`config.mk`:
```
export PLATFORM = sky130hd
export DESIGN_NAME = xcvr_regbus
export DESIGN_NICKNAME = d
export VERILOG_FILES = /design/src/rtl/xcvr_pkg.sv /design/src/rtl/xcvr_store.sv /design/src/rtl/xcvr_ctrl.sv /design/src/rtl/xcvr_route.sv /design/src/rtl/xcvr_regbus.sv
export SDC_FILE = /design/constraint.sdc
export NUM_CORES = 1
export LEC_CHECK = 0
export CAP_MARGIN = 10
export CELL_PAD_IN_SITES_DETAIL_PLACEMENT = 1
export CELL_PAD_IN_SITES_GLOBAL_PLACEMENT = 1
export CORE_AREA = 2 2 48 50
export DETAILED_ROUTE_END_ITERATION = 12
export DIE_AREA = 0 0 50 52
export DONT_BUFFER_PORTS = 1
export PLACE_DENSITY = 0.74
export SYNTH_ARGS = -nofsm -noshare
export SYNTH_HDL_FRONTEND = slang
export SYNTH_SLANG_ARGS = --single-unit
```
`constraint.sdc`:
```
create_clock -name clk -period 1.4 [get_ports clk]
set_clock_uncertainty 0.05 [all_clocks]
set_input_delay 0.21 -clock clk [delete_from_list [all_inputs] [get_ports clk]]
set_output_delay 0.21 -clock clk [all_outputs]
set_load 0.02 [all_outputs]
```
`src/rtl/xcvr_pkg.sv`:
```
package xcvr_pkg;

  // Which side of the transceiver is currently being driven.
  typedef enum logic [1:0] {
    DRIVE_NONE = 2'd0,
    DRIVE_A    = 2'd1,
    DRIVE_B    = 2'd2
  } drive_e;

endpackage

```
`src/rtl/xcvr_store.sv`:
```
// One capture register: it loads its bus level on a strobed clock edge.
module xcvr_store #(
  parameter int W = 8
) (
  input  logic         clk,
  input  logic         rst_n,
  input  logic         cap,
  input  logic [W-1:0] d,
  output logic [W-1:0] q
);

  always_ff @(posedge clk) begin
    if (!rst_n) begin
      q <= '0;
    end else if (cap) begin
      q <= d;
    end
  end

endmodule

```
`src/rtl/xcvr_ctrl.sv`:
```
// Decodes the enable and direction inputs into the side to be driven.
module xcvr_ctrl
  import xcvr_pkg::*;
(
  input  logic   oe_n,
  input  logic   dir,
  output drive_e drive
);

  always_comb begin
    if (oe_n) begin
      drive = DRIVE_NONE;
    end else if (dir) begin
      drive = DRIVE_B;
    end else begin
      drive = DRIVE_A;
    end
  end

endmodule

```
`src/rtl/xcvr_route.sv`:
```
// Output path for one side: choose live or stored data, apply the
// polarity, and force zeros while the side is not driven.
module xcvr_route #(
  parameter int W      = 8,
  parameter bit INVERT = 1'b0
) (
  input  logic [W-1:0] live,
  input  logic [W-1:0] held,
  input  logic         use_held,
  input  logic         en,
  output logic [W-1:0] out
);

  logic [W-1:0] picked;
  logic [W-1:0] shaped;

  assign picked = use_held ? held : live;

  generate
    if (INVERT) begin : g_inv
      assign shaped = ~picked;
    end else begin : g_pass
      assign shaped = picked;
    end
  endgenerate

  assign out = en ? shaped : '0;

endmodule

```
`src/rtl/xcvr_regbus.sv`:
```
module xcvr_regbus
  import xcvr_pkg::*;
#(
  parameter int W      = 8,
  parameter bit INVERT = 1'b0
) (
  input  logic         clk,
  input  logic         rst_n,
  input  logic         oe_n,
  input  logic         dir,
  input  logic         sel_ab,
  input  logic         sel_ba,
  input  logic         cap_a,
  input  logic         cap_b,
  input  logic [W-1:0] a_in,
  output logic [W-1:0] a_out,
  output logic         a_oe,
  input  logic [W-1:0] b_in,
  output logic [W-1:0] b_out,
  output logic         b_oe
);

  logic [W-1:0] reg_a;
  logic [W-1:0] reg_b;
  drive_e       drive;

  xcvr_store #(.W(W)) u_store_a (
    .clk(clk), .rst_n(rst_n), .cap(cap_a), .d(a_in), .q(reg_a)
  );

  xcvr_store #(.W(W)) u_store_b (
    .clk(clk), .rst_n(rst_n), .cap(cap_b), .d(b_in), .q(reg_b)
  );

  xcvr_ctrl u_ctrl (
    .oe_n(oe_n), .dir(dir), .drive(drive)
  );

  assign a_oe = (drive == DRIVE_A);
  assign b_oe = (drive == DRIVE_B);

  // Toward B: live A or stored A.
  xcvr_route #(.W(W), .INVERT(INVERT)) u_route_b (
    .live(a_in), .held(reg_a), .use_held(sel_ab), .en(b_oe), .out(b_out)
  );

  // Toward A: live B or stored B.
  xcvr_route #(.W(W), .INVERT(INVERT)) u_route_a (
    .live(b_in), .held(reg_b), .use_held(sel_ba), .en(a_oe), .out(a_out)
  );

endmodule

```
### After elaboration in Yosys (flattened, before gate mapping)

Cells that the tools add are included.

| operators by class | value |
|---|---|
| equal/unequal tests | 2 |
| muxes and demuxes | 6 |

Operator list:

| kind | number |
|---|---|
| $mux 8 | 4 |
| $mux 2 | 2 |
| $eq 2x1->1 const B | 1 |
| $eq 2x2->1 const B | 1 |

| word-level totals | value |
|---|---|
| bits in registers | 16 |
| bits of input ports | 24 |
| output and inout port bits | 18 |
| word-level logic and storage cells | 10 |

### Logic depth before layout (Yosys ltp)

| depth | value |
|---|---|
| depth in word-level cells | 4 |
| depth in mapped cells | 3 |

### By module

A second synthesis with hierarchy kept.

| second synthesis, totals | value |
|---|---|
| cells, all modules | 88 |
| area total of the unflattened synthesis | 913.4 um^2 |

By module, submodules not included:

| module | times used | cells each | area an instance (um^2) | sequential area each (um^2) |
|---|---|---|---|---|
| xcvr_store | 2 | 25 | 301.5 | 160.2 |
| xcvr_route | 2 | 17 | 141.4 | 0.0 |
| xcvr_regbus | 1 | 2 | 15.0 | 0.0 |
| xcvr_ctrl | 1 | 2 | 12.5 | 0.0 |

### Least setup slack after synthesis

OpenSTA, ideal clock, no wires.

| timing path | value |
|---|---|
| path kind | input-to-output |
| from | input port oe_n |
| to | output port a_out[0] |
| arrival time | 0.864 ns |
| required time | 1.140 ns |
| setup slack | 0.276 ns |
| stages on the path | 3 |
| path buffers | 1 |
| cells stage by stage | or2_1 > buf_6 > nor2_1 |

| between the ends | value |
|---|---|
| longest elaborated chain between the ends | 3 |

RTL lines:

| what | line | RTL |
|---|---|---|
| from (decl) | xcvr_regbus.sv:9 | `input logic oe_n,` |
| $mux 2 | xcvr_ctrl.sv:11 | `if (oe_n) begin` |
| $eq 2x1->1 | xcvr_regbus.sv:39 | `assign a_oe = (drive == DRIVE_A);` |
| $mux 8 | xcvr_route.sv:27 | `assign out = en ? shaped : '0;` |
| to (decl) | xcvr_regbus.sv:16 | `output logic [W-1:0] a_out,` |

No other way between the ends.

### Worst setup path after layout

| timing path | value |
|---|---|
| from | register u_store_a.q[3] |
| to | output port b_out[3] |

| between the ends | value |
|---|---|
| longest elaborated chain between the ends | 2 |

RTL lines:

| what | line | RTL |
|---|---|---|
| from (decl) | xcvr_store.sv:9 | `output logic [W-1:0] q` |
| from (signal assigned) | xcvr_store.sv:14 | `q <= '0;` |
| from (signal assigned) | xcvr_store.sv:16 | `q <= d;` |
| $mux 8 | xcvr_route.sv:17 | `assign picked = use_held ? held : live;` |
| $mux 8 | xcvr_route.sv:27 |  |
| to (decl) | xcvr_regbus.sv:19 | `output logic [W-1:0] b_out,` |

No other way between the ends.

==> results.json <==
{
  "io_buffer_count": 0,
  "yosysWarningCount": 0,
  "rows": 17,
  "drv_slew": 0,
  "insertion_delay_ns": 0.27,
  "syn_area_um2": 872.1,
  "setup-violations-final": 0,
  "worstSetupPathType": "reg2out",
  "power-per-cell-area_mw_per_mm2": 1012,
  "leakage_nw": 0.4237,
  "area_growth_pct": 5.452,
  "tightest_slew_ns": 0.3895,
  "core_mm2": 0.002106,
  "htreeDepth": 1,
  "clk_pin_slew_worst_paths_ns": 0.09,
  "synth_area_leader_cell": "dfxtp_1",
  "layout.cells.non_filler": 119,
  "grt_pass1_vias": 701,
  "clockBufferDepth": 2,
  "synth_most_common_cell": "mux2i_1",
  "dp_hpwl_mm": 1.313,
  "ioPinCount": 42,
  "gr-total-overflow": 0,
  "reg2reg_to": "u_store_a.q[1]",
  "fin_crit_ns": 1.272,
  "drtAntennaViolNets": 0,
  "relSlewSlack_pct": 73.94,
  "hold_path_end": "u_store_b.q[6]",
  "place.gp.congestion": 0.5716,
  "clkSinkCount": 16,
  "synth_edf_count": 0,
  "antenna_found_initial": 0,
  "viasPerCell": 5.303,
  "holdCritPathClass": "in2reg",
  "dr.pass1.iters": 2,
  "crit_path_end_kind": "output port",
  "num_antenna_cells": 0,
  "grt_max_degree": 12,
  "max_freq_ghz": 0.7859,
  "critPathRequiredTime_ns": 1.14,
  "synth.top_cells.by_area": "dfxtp_1 (37%), mux2i_1 (37%), nor2b_1 (11%)",
  "drive_gt1_share_pct": 6.593,
  "post_cts_buffers": 0,
  "cts-buffers-inserted": 3,
  "dp_slack_ns": 0.2023,
  "r2r_slack_ns": 0.73,
  "setup_slack_ns": 0.1276,
  "vias": 631,
  "hold_violations": 0,
  "synthTopCellsByCount": "mux2i_1 (32), dfxtp_1 (16), nor2_1 (16), nor2b_1 (16), buf_4 (4)",
  "die_x_um": 50,
  "arrival_ns": 1.01,
  "die_height_um": 52,
  "ys_types": 11,
  "fin_setup_tns_ns": 0,
  "fin_crit_sh_pct": 90.89,
  "synthesis.nets": 115,
  "hold_path_depth": 1,
  "drc": 0,
  "dp.cells": 113,
  "syn_area_per_cell_um2": 9.583,
  "rr_worst_depth": 2,
  "cap_violations": 0,
  "yosysTopAreaCellShare_pct": 36.73,
  "synthCells": 91,
  "hp-start": "rst_n",
  "rsz0062_at_grt": "no",
  "ys_seq_area_share_pct": 36.73,
  "synthFlopType": "dfxtp_1",
  "fin_nets": 116,
  "dieArea_mm2": 0.002600,
  "track_usage_pct": 15.17,
  "drt_wl_total_mm": 1.804,
  "first_iter_violations": 1,
  "root_buffer": "clkbuf_4",
  "ir_drop_v": 0.0005196,
  "ys_seq_elements": 16,
  "tritoncts": "done",
  "async_flop_share_pct": 0,
  "initial_utilization_pct": 41.41,
  "path_max_fanout": 2,
  "start_kind": "register",
  "grt_first_pass_wirelength_mm": 2.898,
  "outcome": "completed",
  "wire_per_inst_um": 15.16,
  "timing.rr.start": "u_store_a.q[1]"
}
==> metal layers <==
| metal | part of all wire (%) | track usage, % | up-vias | wire length (um) |
|---|---|---|---|---|
| li1 | - | - | 297 | - |
| met1 | 38 | 12.86 | 304 | 688 |
| met2 | 51 | 30.48 | 28 | 926 |
| met3 | 9.8 | 5.747 | 2 | 176 |
| met4 | 0.67 | 6.944 | 0 | 12 |
| met5 | 0 | 0 | - | 0 |
==> worst max-delay path, cell delays in order (launching register included) <==
cell and delay, ns:
dfxtp_1 0.35, mux2i_1 0.08, nor2_1 0.30
==> stage by stage <==
stage	hold slack, ns	power (mW)	cell area (um^2)	utilization, %
after floorplan	0.2882	0.6512	872.1	-
after global placement	0.2913	0.6313	863.3	41.00
after detailed placement	0.2967	0.6385	863.3	41.00
after CTS	0.002652	0.9506	909.6	43.20
after global routing	0.0007188	0.9966	919.6	43.67
final	0.01169	0.9310	919.6	43.67
==> worst max-delay path by stage <==
stage                               from  endpoint  cells past startpoint
after floorplan                     oe_n  a_out[0]                      3
after global placement              oe_n  a_out[1]                      2
after detailed placement            oe_n  a_out[0]                      2
after CTS                 u_store_a.q[0]  b_out[0]                      2
after global routing      u_store_b.q[3]  a_out[3]                      3
final                     u_store_a.q[3]  b_out[3]                      2
==> final cells by class <==
| type | instances | area, um^2 |
|---|---|---|
| Clock buffer | 4 | 36.28 |
| Fill cell | 250 | 1186 |
| Inverter | 2 | 7.507 |
| Multi-Input combinational cell | 66 | 493.0 |
| Sequential cell | 16 | 320.3 |
| Tap cell | 28 | 35.03 |
| Timing Repair Buffer | 3 | 27.53 |
==> repair_timing <==
item                       CTS  global route
setup endpoints to repair    0             0
gates resized for setup      0             0
hold endpoints to repair     6             3
hold buffers                 1             1
==> where the power goes <==
group          internal, mW  switching, mW
Sequential            0.482         0.0132
Combinational        0.0686         0.0689
Clock                 0.158          0.140
Total                 0.709          0.222
==> sequential cells by signal, indices dropped and copies added, names as in the netlist <==
register     count
u_store_a.q      8
u_store_b.q      8
==> cell families (layout without fill, tap and decap cells) <==
family,after synthesis,count (layout),synth area share (%)
muxes,32,32,36.73
buffers and inverters,9,9,6.742
DFF,16,16,36.73
and+or+nand+nor,34,34,19.80
==> placed cells by master, fill, tap and decap left out <==
cell,count
clkbuf_4,3
nor2b_1,16
nand2b_1,1
inv_2,1
dfxtp_1,16
mux2i_1,32
or2_1,1
inv_1,1
dlygate4sd3_1,2
nor2_1,16
buf_4,1
clkbuf_8,1
(Power assumes the default switching activity.)
